### config.mk
export PLATFORM = sky130hd
export DESIGN_NAME = err_recovery_seq
export DESIGN_NICKNAME = d
export VERILOG_FILES = /design/src/rtl/rec_pkg.sv /design/src/rtl/secded_dec.sv /design/src/rtl/unit_rst_timer.sv /design/src/rtl/err_recovery_seq.sv
export SDC_FILE = /design/constraint.sdc
export NUM_CORES = 1
export LEC_CHECK = 0
export ABC_CLOCK_PERIOD_IN_PS = 2600
export CAP_MARGIN = 20
export CORE_UTILIZATION = 50
export CTS_BUF_LIST = sky130_fd_sc_hd__clkbuf_4 sky130_fd_sc_hd__clkbuf_8
export DETAILED_ROUTE_END_ITERATION = 10
export DONT_BUFFER_PORTS = 1
export PLACE_DENSITY = 0.74
export REMOVE_ABC_BUFFERS = 1
export SYNTH_ARGS = -nofsm -noshare
export SYNTH_HDL_FRONTEND = slang
export SYNTH_SLANG_ARGS = --single-unit
### constraint.sdc
create_clock -name clk -period 2.6 [get_ports clk]
set_input_delay 0.13 -clock clk [delete_from_list [all_inputs] [get_ports clk]]
set_output_delay 0.13 -clock clk [all_outputs]
set_load 0.02 [all_outputs]
### src/rtl/rec_pkg.sv
package rec_pkg;

    typedef enum logic [2:0] {
        ST_IDLE,
        ST_HALT,
        ST_DRAIN,
        ST_RESET,
        ST_PASS1,
        ST_PASS2,
        ST_DONE,
        ST_FATAL
    } rec_state_e;

    // Smallest Hamming check-bit count r with 2**r >= data + r + 1.
    function automatic int chk_bits(input int data_w);
        int r;
        r = 1;
        while ((1 << r) < data_w + r + 1) r++;
        return r;
    endfunction

endpackage

### src/rtl/secded_dec.sv
module secded_dec #(
    parameter int DATA_W = 32,
    localparam int CHK_W = rec_pkg::chk_bits(DATA_W),
    localparam int CW_W  = DATA_W + CHK_W + 1
) (
    input  logic [CW_W-1:0] cw_i,
    output logic            err_single_o,
    output logic            err_multi_o,
    output logic [CW_W-1:0] cw_fix_o
);

    logic [CHK_W-1:0] syn;
    logic             par;
    logic             in_range;

    // Syndrome is the XOR of the positions of all set bits above bit 0.
    always_comb begin
        syn = '0;
        for (int i = 1; i < CW_W; i++) begin
            if (cw_i[i]) syn = syn ^ i[CHK_W-1:0];
        end
    end

    assign par          = ^cw_i;
    assign in_range     = int'(syn) < CW_W;
    assign err_single_o = par && in_range;
    assign err_multi_o  = (!par && (syn != '0)) || (par && !in_range);

    // Invert the bit the syndrome points at; syndrome 0 points at the parity bit.
    always_comb begin
        cw_fix_o = cw_i;
        for (int i = 0; i < CW_W; i++) begin
            if (err_single_o && (syn == i[CHK_W-1:0])) cw_fix_o[i] = ~cw_i[i];
        end
    end

endmodule

### src/rtl/unit_rst_timer.sv
module unit_rst_timer #(
    parameter int CYCLES = 4,
    localparam int CNT_W = $clog2(CYCLES + 1)
) (
    input  logic clk,
    input  logic rst_n,
    input  logic start_i,
    output logic active_o,
    output logic last_o
);

    logic [CNT_W-1:0] cnt_d, cnt_q;

    always_comb begin
        cnt_d = cnt_q;
        if (start_i)             cnt_d = CNT_W'(CYCLES);
        else if (cnt_q != '0)    cnt_d = cnt_q - 1'b1;
    end

    always_ff @(posedge clk) begin
        if (!rst_n) cnt_q <= '0;
        else        cnt_q <= cnt_d;
    end

    assign active_o = cnt_q != '0;
    assign last_o   = cnt_q == CNT_W'(1);

endmodule

### src/rtl/err_recovery_seq.sv
module err_recovery_seq #(
    parameter int DATA_W     = 32,
    parameter int REG_AW     = 5,
    parameter int RST_CYCLES = 4,
    localparam int CHK_W = rec_pkg::chk_bits(DATA_W),
    localparam int CW_W  = DATA_W + CHK_W + 1
) (
    input  logic              clk,
    input  logic              rst_n,
    input  logic              err_i,
    input  logic [REG_AW-1:0] err_reg_i,
    output logic              halt_o,
    output logic              drain_req_o,
    input  logic              drain_done_i,
    output logic              unit_rst_o,
    output logic              rf_rd_en_o,
    output logic [REG_AW-1:0] rf_addr_o,
    input  logic [CW_W-1:0]   rf_rdata_i,
    output logic              rf_wr_en_o,
    output logic [CW_W-1:0]   rf_wdata_o,
    output logic              done_o,
    output logic              fatal_o
);
    import rec_pkg::*;

    typedef struct packed {
        rec_state_e        st;
        logic [REG_AW-1:0] idx;
    } seq_t;

    seq_t seq_d, seq_q;

    logic tmr_start, tmr_active, tmr_last;
    logic dec_single, dec_multi;
    logic [CW_W-1:0] dec_fix;

    unit_rst_timer #(.CYCLES(RST_CYCLES)) u_timer (
        .clk      (clk),
        .rst_n    (rst_n),
        .start_i  (tmr_start),
        .active_o (tmr_active),
        .last_o   (tmr_last)
    );

    secded_dec #(.DATA_W(DATA_W)) u_dec (
        .cw_i         (rf_rdata_i),
        .err_single_o (dec_single),
        .err_multi_o  (dec_multi),
        .cw_fix_o     (dec_fix)
    );

    always_comb begin
        seq_d     = seq_q;
        tmr_start = 1'b0;
        unique case (seq_q.st)
            ST_IDLE: begin
                if (err_i) begin
                    seq_d.st  = ST_HALT;
                    seq_d.idx = err_reg_i;
                end
            end
            ST_HALT:  seq_d.st = ST_DRAIN;
            ST_DRAIN: begin
                if (drain_done_i) begin
                    seq_d.st  = ST_RESET;
                    tmr_start = 1'b1;
                end
            end
            ST_RESET: if (tmr_last) seq_d.st = ST_PASS1;
            ST_PASS1: seq_d.st = ST_PASS2;
            ST_PASS2: seq_d.st = dec_multi ? ST_FATAL : ST_DONE;
            ST_DONE:  seq_d.st = ST_IDLE;
            ST_FATAL: seq_d.st = ST_FATAL;
            default:  seq_d.st = ST_IDLE;
        endcase
    end

    always_ff @(posedge clk) begin
        if (!rst_n) begin
            seq_q.st  <= ST_IDLE;
            seq_q.idx <= '0;
        end else begin
            seq_q <= seq_d;
        end
    end

    assign halt_o      = seq_q.st != ST_IDLE;
    assign drain_req_o = seq_q.st == ST_DRAIN;
    assign unit_rst_o  = tmr_active;
    assign rf_rd_en_o  = (seq_q.st == ST_PASS1) || (seq_q.st == ST_PASS2);
    assign rf_addr_o   = seq_q.idx;
    assign rf_wr_en_o  = rf_rd_en_o && dec_single;
    assign rf_wdata_o  = dec_fix;
    assign done_o      = seq_q.st == ST_DONE;
    assign fatal_o     = seq_q.st == ST_FATAL;

endmodule

# ---- After elaboration in Yosys (flattened, before gate mapping)
# Cells that the tools add are included.
dict set report totals {
  register_bits 11
  in_bits 48
  wordCells 275
}
dict set report op_classes {
  add_sub_neg 1
  n_lt_le_gt_ge 1
  n_eq_ne 49
  n_mux 86
  bitwise 77
  reduce_logical 57
}
# cell n
set op_table {}
lappend op_table {{6-bit by 5-bit == test with 1-bit output (second input constant)} 16}
lappend op_table {{5-bit 2-to-1 mux} 16}
lappend op_table {{6-bit by 4-bit == test with 1-bit output (second input constant)} 8}
lappend op_table {{1-bit logical AND} 43}
lappend op_table {{1-bit 2-to-1 mux} 43}
lappend op_table {{6-bit == test (second input constant)} 7}
lappend op_table {{6-bit 2-to-1 mux} 7}
lappend op_table {{1-bit inverter} 40}
lappend op_table {{3-bit inverter} 13}
lappend op_table {{39-bit XOR reduction} 1}
lappend op_table {{4-bit 2-to-1 mux} 8}
lappend op_table {{2-bit inverter} 13}
lappend op_table {{6-bit by 3-bit == test with 1-bit output (second input constant)} 4}
lappend op_table {{3-bit 2-to-1 mux} 8}
lappend op_table {{3-bit case mux with 8 select lines} 1}
lappend op_table {{4-bit inverter} 5}
lappend op_table {{3-bit == test (second input constant)} 4}
lappend op_table {{6-bit by 2-bit == test with 1-bit output (second input constant)} 2}
lappend op_table {{8-bit 2-to-1 mux} 1}
lappend op_table {{3-bit by 1-bit == test with 1-bit output (second input constant)} 2}
lappend op_table {{3-bit by 2-bit == test with 1-bit output (second input constant)} 2}
lappend op_table {{6-bit by 1-bit == test with 1-bit output (second input constant)} 1}
lappend op_table {{6-bit zero test} 1}
lappend op_table {{6-bit less-than comparator (second input constant)} 1}
lappend op_table {{other kinds (15)} 24}

# ---- Logic depth before layout (Yosys ltp)
# Gate-level depths: netlist (run 1).
dict set report depth {
  depth_word 76
  ltp_mapped 8
  mapped_depth_nobuf 7
}

# ---- Hierarchy
# Synthesis (run 1) repeated with hierarchy kept, for this count alone.
dict set report unflattened {
  hier_cells 259
  area_unflattened_um2 2313.5
}
# mod instances cells_each area_per_inst_um2 seq_area_each_um2
set by_module_without_submodules {}
lappend by_module_without_submodules {secded_dec 1 183 1679.1 0.0}
lappend by_module_without_submodules {err_recovery_seq 1 57 449.2 160.2}
lappend by_module_without_submodules {unit_rst_timer 1 19 185.2 60.1}

# ---- Worst setup path before layout (run 1)
# No wires, ideal clock.
dict set report synth_path {
  path_type {input -> output}
  from {in rf_rdata_i[14]}
  to {out rf_wdata_o[30]}
  arrival_ns 2.217
  required_time_ns 2.470
  setup_slack_ns 0.253
  stages 8
  n_path_buf 2
  path_cell_list {xnor2_1 xnor2_2 xor3_2 xnor2_2 buf_4 buf_6 nand3_1 xnor2_1}
}
dict set report synth_between {
  elab_chain_len 41
}
# item line
set synth_lines {}
lappend synth_lines {{from (decl)} err_recovery_seq.sv:18} ;# input logic [CW_W-1:0] rf_rdata_i,
lappend synth_lines {{4-bit 2-to-1 mux} secded_dec.sv:20} ;# if (cw_i[i]) syn = syn ^ i[CHK_W-1:0];
lappend synth_lines {{4-bit inverter (no line)} -}
lappend synth_lines {{4-bit 2-to-1 mux} secded_dec.sv:20}
lappend synth_lines {{5-bit 2-to-1 mux (2 in a row)} secded_dec.sv:20}
lappend synth_lines {{2-bit inverter (no line) / 5-bit 2-to-1 mux (equally long branches)} -}
lappend synth_lines {{5-bit 2-to-1 mux} secded_dec.sv:20}
lappend synth_lines {{3-bit inverter (no line) / 2-bit inverter (equally long branches)} -}
lappend synth_lines {{5-bit 2-to-1 mux} secded_dec.sv:20}
lappend synth_lines {{[24 not listed]} -}
lappend synth_lines {{6-bit 2-to-1 mux / 3-bit inverter (equally long branches)} -}
lappend synth_lines {{6-bit 2-to-1 mux} secded_dec.sv:20}
lappend synth_lines {{3-bit inverter (no line)} -}
lappend synth_lines {{6-bit 2-to-1 mux} secded_dec.sv:20}
lappend synth_lines {{6-bit less-than comparator} secded_dec.sv:25} ;# assign in_range = int'(syn) < CW_W;
lappend synth_lines {{1-bit logical AND} secded_dec.sv:26} ;# assign err_single_o = par && in_range;
lappend synth_lines {{1-bit logical AND *} secded_dec.sv:33} ;# if (err_single_o && (syn == i[CHK_W-1:0])) cw_fix_o[i] = ~cw_i[i];
lappend synth_lines {{1-bit 2-to-1 mux *} secded_dec.sv:33}
lappend synth_lines {{to (decl)} err_recovery_seq.sv:20} ;# output logic [CW_W-1:0] rf_wdata_o,
# Mark *: on every way between the ends. The rest lies on a longest branch, timed or not.

# ---- Worst setup path in the final report (run 1)
dict set report layout_path {
  from {in rf_rdata_i[14]}
  to {out rf_wdata_o[31]}
}
# The elaborated chain is that of the path after synthesis.

==> results of run 1 <==
[state kept, by name, summed over array words and instances (netlist names), named ones only]
name,count
u_timer.cnt_q,3
rf_addr_o,5
seq_q,2
[report_power, final]
part | switching [mW] | total, mW | internal, mW | leakage, nW
combinational | 1.32 | 2.21 | 0.893 | 0.859
clock | 0.0600 | 0.178 | 0.118 | 0.0262
sequential | 0.0377 | 0.236 | 0.199 | 0.0904
[metal layers]
metal	routed length [um]	GRT usage, %	share of wire (%)	up-vias
met5	0	0	0	-
met4	73	5.333	1.4	0
met3	248	4.360	4.8	10
met2	2781	38.83	54	63
met1	2088	26.21	40	892
li1	-	-	-	908
[timing repair]
item | in CTS | in global routing
resized for setup | 0 | 1
setup buffers | 0 | 0
endpoints found under the hold margin | 0 | 0
hold buffers | 0 | 0
endpoints found under the setup margin | 0 | 2
[cell type report]
| type | instances | area [sq um] |
|---|---|---|
| Multi-Input combinational cell | 216 | 1939 |
| Fill cell | 376 | 1687 |
| Timing Repair Buffer | 53 | 397.9 |
| Sequential cell | 11 | 220.2 |
| Tap cell | 52 | 65.06 |
| Clock buffer | 4 | 48.80 |
| Inverter | 7 | 26.28 |
[cells in the mapped netlist (all sizes together) (2+ instances only)]
master / instances / area share (%)
nand2: 8 / 1.3
a21oi: 4 / 0.87
a2111oi: 2 / 1.6
xor2: 15 / 7.7
xnor3: 2 / 2.0
dfxtp: 11 / 9.6
nand4b: 3 / 1.1
and2: 2 / 0.55
nand3: 37 / 12
nor2: 10 / 1.6
and4: 2 / 0.77
inv: 7 / 1.1
xnor2: 92 / 39
nor4: 2 / 1.9
or3: 4 / 1.3
nor2b: 8 / 2.2
nor3b: 2 / 0.66
mux2i: 6 / 2.6
buf: 14 / 4.6
ha: 4 / 2.2
[critical path: stages]
cell     delay, ns
xnor2_1       0.14
xnor2_2       0.35
xor3_2        0.59
xnor2_2       0.37
buf_4         0.28
nand3_1       0.12
xnor2_1       0.19
buf_4         0.17
[through the flow]
step | hold slack (ns) | TNS [ns] | cells
after global placement | 0.2481 | 0 | 339
after global routing | 0.0002470 | 0 | 343
after detailed placement | 0.2541 | 0 | 339
after floorplan | 0.2438 | -0.1897 | 234
after CTS | 0.001739 | 0 | 343
final | 0.008321 | 0 | 343
[cell families (layout without fill, tap and decap cells)]
logic type / Yosys count / in the layout / share of synthesized area (%)
buffers and inverters: 22 / 64 / 5.960
DFF: 11 / 11 / 9.623
and+or+nand+nor: 80 / 80 / 23.57
AOI/OAI and AO/OA: 16 / 16 / 6.125
xor gates and xnor gates: 110 / 110 / 49.92
adders and majority gates: 4 / 4 / 2.187
muxes: 6 / 6 / 2.624
[worst paths after layout]
check,cells past startpoint,from,end,slack (ns)
hold / removal,2,rst_n,flop,0.008
setup reg to reg,4,seq_q[6],rf_addr_o[4],0.88
hold reg to reg,2,u_timer.cnt_q[1],u_timer.cnt_q[1],0.50
setup / recovery,8,rf_rdata_i[14],rf_wdata_o[31],0.13
==> flow_summary_export.csv, run 1 <==
group,metric,value,unit
status,status,"completed",
drt,dr.pass1.iters,4,
clock_tree,clk_pin_slew,0.05,ns
clock_tree,clockBufferDepth,2,
synth,async_reset_ff_share,0,%
final_layout,drive_gt1_share,31.62,%
timing,fin_ws,0.1344,ns
drt,drc,0,
global_route,gr-total-overflow,0,
clock_tree,clock_latency,0.23,ns
placement,portBuffers,0,
global_route,grt_usage,21.60,%
placement,place_hpwl,4330,um
placement,post_dp_cell_area,0.002641,sq mm
placement,place_ws,0.1689,ns
pwr,power,2.627,mW
drt,viasPerCell,5.461,
synth,synth_edf_count,0,
final_layout,syn2layout_area_growth,17.88,%
synth,yosysWarnings,0,
synth,yosys.cell_types.count,43,
timing,timing.fmax,405.6,MHz
critical_path,start_kind,"input pin",
timing,maxSlewViolCount,0,
timing,setup_viol_count_final,0,
drt,drtIter0Drc,98,
clock_tree,cts-root-buf,"clkbuf_8",
floorplanning,start_util,52.20,%
run,maxCapViolCount,0,
synth,syn_area,0.002288,sq mm
floorplanning,placementRows,24,
floorplanning,dieArea,0.004851,sq mm
drt,routed_wl,5192,um
timing,max_slew_margin,49.81,%
timing,worst_slew_pin_slew,0.7474,ns
floorplanning,die_w,69.65,um
final_layout,fin_area,0.002698,sq mm
global_route,grt_pass1_vias,1912,
drt,drtAntennaViolNets,0,
synth,avgSynthCellArea,9.191,sq um
global_route,grt_antenna_before_repair,0,
critical_path,critPathKind,"in2out",
pwr,power_leakage,0.9750,nW
floorplanning,die-height,69.65,um
synth,synth_seq_area_share,9.623,%
synth,ys_ff_latch,11,
global_route,grt_pass1_wl,8652,um
drt,vias,1873,
critical_path,endpoint_kind,"output pin",
timing,finClkSkew,0.002232,ns
synth,synth_cells,249,
timing,grt_setup_unrepaired,"false",
floorplanning,io_pins,99,
critical_path,crit_arrival,2.34,ns
floorplanning,core_area,0.004384,sq mm
synth,synth_ff_type,"dfxtp_1",
placement,routabilityCongestion,0.8383,
final_layout,nets,344,
timing,hold_viol_final,0,
final_layout,final_common_cell,"xnor2_1",
pwr,ir_drop,0.0007456,V
final_layout,post-route-util,61.53,%
drt,avgRoutedWirePerCell,15.14,um
clock_tree,clkSinkCount,11,
timing,fin_crit_sh,94.83,%
critical_path,cp_data_required_time,2.47,ns
critical_path,path_max_fanout,12,
clock_tree,htreeDepth,1,
clock_tree,cts_tree,"done",
global_route,grt_max_degree,13,
final_layout,mostFrequentLayoutCells,"82 x xnor2_1, 53 x buf_4, 21 x nand3_1, 16 x nand3_2, 12 x xor2_1",
clock_tree,cts_inserted_buffers,3,
timing,layout_min_cycle_time,2.466,ns
worst_hold_path,min_path_type,"in2reg",
final_layout,antennaDiodeCount,0,
pwr,p_per_area,973.9,mW/mm^2
No activity file was read; power rests on OpenSTA's default activity.
==> run 2, diff against run 1 <==
Settings changed: CORE_UTILIZATION 50 to 59, PLACE_DENSITY 0.74 to 0.84.
==> flow_summary_export.csv, run 2 (synthesis results as in run 1) <==
group,metric,value,unit
drt,drc,0,
placement,post_dp_cell_area,0.002606,sq mm
timing,layout_min_cycle_time,2.449,ns
status,status,"completed",
placement,place_ws,0.09089,ns
worst_hold_path,hp-start,"rst_n",
critical_path,critPathTopFamily,"XOR/XNOR gates",
drt,drtIter0Drc,87,
worst_hold_path,hold_depth,1,
critical_path,slowest_delay,0.52,ns
floorplanning,start_util,62.04,%
final_layout,nets,341,
clock_tree,cts_tree,"done",
timing,worst_slew_pin_slew,0.5442,ns
clock_tree,cts-root-buf,"clkbuf_8",
critical_path,rrSetupSlack,0.85,ns
placement,dp_cells,331,
clock_tree,post_cts_buffers,0,
global_route,grt_max_degree,13,
timing,timing.fmax,408.4,MHz
drt,drtAntennaViolNets,0,
timing,finClkSkew,0.004205,ns
critical_path,path_buf_inv,1,
critical_path,path_max_fanout,9,
critical_path,r2r_end,"rf_addr_o[1]",
critical_path,crit_slowest_cell,"and4_1",
floorplanning,die-height,64.28,um
final_layout,antennaDiodeCount,0,
placement,routabilityCongestion,0.8530,
drt,routed_wl,5548,um
floorplanning,die_w,64.28,um
critical_path,reg2reg_depth,4,
clock_tree,cts_inserted_buffers,3,
critical_path,cp_data_required_time,2.47,ns
drt,vias,1896,
clock_tree,clkSinkCount,11,
floorplanning,core_area,0.003689,sq mm
clock_tree,clk_pin_slew,0.05,ns
timing,fin_ws,0.1514,ns
placement,place_hpwl,4544,um
pwr,ir_drop,0.0005519,V
drt,viasPerCell,5.643,
clock_tree,clock_latency,0.24,ns
timing,fin_crit_sh,94.18,%
final_layout,syn2layout_area_growth,16.84,%
drt,dr.pass1.iters,4,
timing,hold_viol_final,0,
final_layout,mostFrequentLayoutCells,"82 x xnor2_1, 49 x buf_4, 21 x nand3_1, 16 x nand3_2, 12 x xor2_1",
pwr,p_per_area,972.2,mW/mm^2
drt,avgRoutedWirePerCell,16.51,um
run,maxCapViolCount,0,
floorplanning,io_pins,99,
floorplanning,dieArea,0.004132,sq mm
timing,grt_setup_unrepaired,"false",
global_route,grtUsageMet3,6.071,%
critical_path,start_kind,"input pin",
timing,setup_viol_count_final,0,
pwr,power_leakage,0.9586,nW
final_layout,fin_area,0.002674,sq mm
timing,max_slew_margin,63.46,%
critical_path,crit_chain,"xnor2_1 -> xnor2_2 -> xnor2_4 -> xor2_4 -> and4_1 -> nand3_2 -> xnor2_1 -> buf_4",
final_layout,drive_gt1_share,30.90,%
global_route,gr-total-overflow,0,
timing,maxSlewViolCount,0,
global_route,grt_pass1_vias,1934,
critical_path,cpMostUsedCell,"xnor2_1",
pwr,power,2.600,mW
global_route,grt_usage,27.09,%
global_route,met2_usage,49.74,%
critical_path,crit_arrival,2.32,ns
clock_tree,clockBufferDepth,2,
final_layout,final_cells,336,
critical_path,r2r-start,"seq_q[6]",
global_route,grt_pass1_wl,8769,um
critical_path,endpoint_kind,"output pin",
final_layout,nFillCells,273,
placement,portBuffers,0,
final_layout,final_common_cell,"xnor2_1",
clock_tree,htreeDepth,1,
timing,finalSetupTns,0,ns
global_route,grt_antenna_before_repair,0,
final_layout,largest_reg_flops,5,
global_route,grt_busiest_layer,"met2",
global_route,use_met1,30.39,%
worst_hold_path,min_path_type,"in2reg",
critical_path,critPathKind,"in2out",
worst_hold_path,min_to,"rf_addr_o[2]",
floorplanning,placementRows,22,
-- run 2: cell count changes in the layout (fill, tap and decap cells not counted) --
cell and change:
and4_1 -1, and4_2 +1, buf_4 -4, dlygate4sd3_1 +1
-- run 2: timing repair --
| item | in CTS | in global routing |
|---|---|---|
| hold buffers | 1 | 0 |
| setup endpoints to repair | 0 | 2 |
| endpoints found under the hold margin | 1 | 0 |
| gates resized for setup | 0 | 2 |
-- run 2: area by class of cell --
class | instances | area, sq um | share of cell area [%]
well taps | 48 | 60.06 | 2.246
repair buffers | 50 | 377.9 | 14.13
clock buffers | 4 | 48.80 | 1.825
inverters | 7 | 26.28 | 0.9827
multi-input cells | 216 | 1941 | 72.58
flip-flops and latches | 11 | 220.2 | 8.236
-- run 2: worst max path at each step --
stage	start	end	slack (ns)	cells after the start
6_report	rf_rdata_i[15]	rf_wdata_o[5]	0.15	8
4_1_cts	rf_rdata_i[15]	rf_wdata_o[12]	0.09	8
5_1_grt	rf_rdata_i[15]	rf_wdata_o[5]	0.02	8
3_3_place_gp	rf_rdata_i[15]	rf_wdata_o[11]	0.25	8
3_5_place_dp	rf_rdata_i[11]	rf_wdata_o[12]	0.09	8
2_1_floorplan	rf_rdata_i[14]	rf_wdata_o[36]	-0.04	6
-- run 2: layer usage --
layer,share of wire [%],vias up
li1,-,903
met3,8.0,12
met4,2.2,0
met2,52,95
met5,0,-
met1,38,886
-- run 2: metrics by stage --
step	util [%]	hold slack [ns]
3_5_place_dp	70.66	0.2490
5_1_grt	72.49	0.02350
2_1_floorplan	-	0.2438
6_report	72.49	0.02592
3_3_place_gp	70.66	0.2456
4_1_cts	72.25	0.03021
-- run 2: where the power goes --
group / leakage [nW] / total [mW] / internal [mW] / switching (mW)
Combinational: 0.842 / 2.18 / 0.848 / 1.33
Clock: 0.0262 / 0.184 / 0.118 / 0.0655
Sequential: 0.0904 / 0.238 / 0.199 / 0.0396
Total: 0.959 / 2.60 / 1.16 / 1.44
-- run 2: worst register-to-register path, delay by kind of cell, from the launching register on --
kind / cells / cell delay [ns]
and+or+nand+nor: 3 / 1.04
DFF: 1 / 0.36
muxes: 1 / 0.24
==> run 3, diff against run 2 <==
Settings changed: ABC_AREA set to 1, CTS_BUF_LIST sky130_fd_sc_hd__clkbuf_4 sky130_fd_sc_hd__clkbuf_8 to sky130_fd_sc_hd__clkbuf_4.
==> flow_summary_export.csv, run 3 <==
group,metric,value,unit
clock_tree,cts-root-buf,"clkbuf_4",
global_route,grt_pass1_wl,12120,um
synth,yosys.cell_types.count,27,
timing,setup_viol_count_final,0,
timing,max_slew_margin,50.27,%
synth,synth_cells,553,
synth,yosys-top-cells-count,"277 x nand2_1, 72 x inv_1, 42 x nor2_1",
clock_tree,clkSinkCount,11,
critical_path,cp_data_required_time,2.47,ns
synth,ys_ff_latch,11,
final_layout,antennaDiodeCount,0,
drt,drc,0,
synth,async_reset_ff_share,0,%
global_route,gr-total-overflow,0,
final_layout,drive_gt1_share,6.691,%
critical_path,slowest_delay,0.42,ns
drt,viasPerCell,5.245,
clock_tree,clock_latency,0.28,ns
clock_tree,clockBufferDepth,2,
synth,synth_area_leader_cell,"nand2_1",
critical_path,cpMostUsedCell,"nand2_1",
pwr,p_switching,975.5,uW
floorplanning,die_w,70.37,um
clock_tree,cts_tree,"done",
final_layout,nets,606,
final_layout,mostFrequentLayoutCells,"276 x nand2_1, 72 x inv_1, 42 x nor2_1, 40 x nand3_1, 27 x xor2_1",
critical_path,start_kind,"input pin",
clock_tree,cts_inserted_buffers,3,
synth,yosysMostFrequentCell,"nand2_1",
drt,vias,3173,
timing,fin_ws,0.2588,ns
timing,timing.fmax,427.1,MHz
clock_tree,clk_pin_slew,0.07,ns
timing,fin_crit_sh,90.05,%
pwr,p_int,641.4,uW
timing,finClkSkew,0.005449,ns
timing,maxSlewViolCount,0,
drt,avgRoutedWirePerCell,12.23,um
final_layout,final_cells,605,
timing,worst_slew_pin_slew,0.7403,ns
critical_path,r2r_end,"seq_q[5]",
placement,place_ws,0.1723,ns
placement,portBuffers,0,
critical_path,endpoint_kind,"output pin",
global_route,grt_pass1_vias,2883,
synth,synth_seq_area_share,7.985,%
critical_path,crit_chain,"xnor2_1 -> nand3_1 -> nand2_1 -> nand2_1 -> nand2_1 -> inv_1 -> nand3_1 -> nand2_1 -> nor2_4 -> nand2_1 -> nand2_4 -> inv_2 -> nand2_1 -> xor2_1",
critical_path,crit_arrival,2.21,ns
critical_path,rrSetupSlack,1.08,ns
clock_tree,htreeDepth,1,
drt,routed_wl,7400,um
pwr,p_per_area,564.3,mW/mm^2
timing,grt_setup_unrepaired,"true",
critical_path,crit_slowest_cell,"xor2_1",
worst_hold_path,min_path_type,"in2reg",
placement,dp_cells,600,
floorplanning,io_pins,99,
pwr,sw_frac_of_total,60.33,%
timing,hold_viol_final,0,
synth,synthTopCellsByArea,"nand2_1 38%, inv_1 9.8%, xor2_1 9.5%, dfxtp_1 8.0%, nand3_1 7.3%",
status,status,"completed",
placement,routabilityCongestion,0.9344,
critical_path,reg2reg_depth,6,
pwr,ir_drop,0.0005318,V
placement,place_hpwl,6141,um
critical_path,path_max_fanout,9,
pwr,pwr-share-comb,73.6,%
worst_hold_path,hold_depth,2,
worst_hold_path,hp-start,"rst_n",
synth,synth_top_area_share,37.70,%
run,maxCapViolCount,0,
pwr,p_seq_share,18.4,%
final_layout,fin_area,0.002865,sq mm
global_route,grt_max_degree,29,
final_layout,final_common_cell,"nand2_1",
clock_tree,post_cts_buffers,0,
pwr,p_clk_share,8.1,%
pwr,power_leakage,1.723,nW
final_layout,syn2layout_area_growth,3.902,%
floorplanning,start_util,62.47,%
placement,post_dp_cell_area,0.002785,sq mm
synth,yosysWarnings,0,
drt,drtIter0Drc,195,
drt,drtAntennaViolNets,0,
floorplanning,placementRows,24,
floorplanning,dieArea,0.004951,sq mm
synth,synth_ff_type,"dfxtp_1",
synth,synth_edf_count,0,
drt,dr.pass1.iters,4,
critical_path,critPathKind,"in2out",
critical_path,r2r-start,"seq_q[5]",
floorplanning,die-height,70.37,um
synth,syn_area,0.002758,sq mm
synth,avgSynthCellArea,4.987,sq um
global_route,grt_antenna_before_repair,0,
floorplanning,core_area,0.004414,sq mm
final_layout,largest_reg_flops,5,
global_route,grt_usage,30.06,%
timing,layout_min_cycle_time,2.341,ns
worst_hold_path,min_to,"u_timer.cnt_q[0]",
## run 3: worst max path at each step
stage	slack, ns	end	start
global placement	0.24	rf_wdata_o[30]	rf_rdata_i[9]
global route	-0.02	rf_wdata_o[33]	rf_rdata_i[5]
finish	0.26	rf_wdata_o[37]	rf_rdata_i[29]
detailed placement	0.17	rf_wdata_o[30]	rf_rdata_i[9]
floorplan	0.55	rf_wdata_o[26]	rf_rdata_i[36]
CTS	0.16	rf_wdata_o[30]	rf_rdata_i[9]
## run 3: cell families after synthesis
kind of cell / synth area share, %
and+or+nand+nor: 57.53
buffers and inverters: 13.75
xor gates and xnor gates: 16.11
AOI/OAI and AO/OA: 2.813
DFF: 7.985
adders and majority gates: 1.815
## run 3: final cells by class
class / instances / area, sq um
multi-input cells: 451 / 2198
well taps: 52 / 65.06
fillers: 422 / 1549
flip-flops and latches: 11 / 220.2
clock buffers: 4 / 30.03
inverters: 81 / 304.0
repair buffers: 6 / 47.55
## run 3: repair_timing
action	CTS	global route
setup endpoints to repair	0	16
endpoints found under the hold margin	1	0
hold buffers	1	0
resized for setup	0	6
## run 3: layer usage
| layer | routed length, um | GRT usage, % | part of all wire [%] |
|---|---|---|---|
| met1 | 3037 | 35.16 | 41 |
| met3 | 512 | 4.185 | 6.9 |
| met2 | 3649 | 53.65 | 49 |
| met5 | 0 | 0 | 0 |
| met4 | 201 | 13.33 | 2.7 |
## run 3: through the flow
stage,TNS (ns),hold slack [ns],total power [mW],util (%)
global placement,0,0.2709,1.433,63.10
finish,0,0.009495,1.617,64.91
global route,-0.04301,0.001574,1.776,64.91
detailed placement,0,0.2869,1.460,63.10
CTS,0,0.009481,1.595,64.00
floorplan,0,0.2684,1.234,-
## run 3: power groups by stage
stage                     sequential (mW)  clock, mW  combinational (mW)
after floorplan                     0.287          0               0.946
after global placement              0.297          0                1.14
after detailed placement            0.300          0                1.16
after CTS                           0.297      0.132                1.17
after global routing                0.306      0.139                1.33
final                               0.297      0.130                1.19
## run 3: worst max-delay path, delay by kind of cell
family / cells / cell delay, ns
AND/OR/NAND/NOR: 10 / 1.28
buffers and inverters: 2 / 0.17
XOR/XNOR: 2 / 0.63
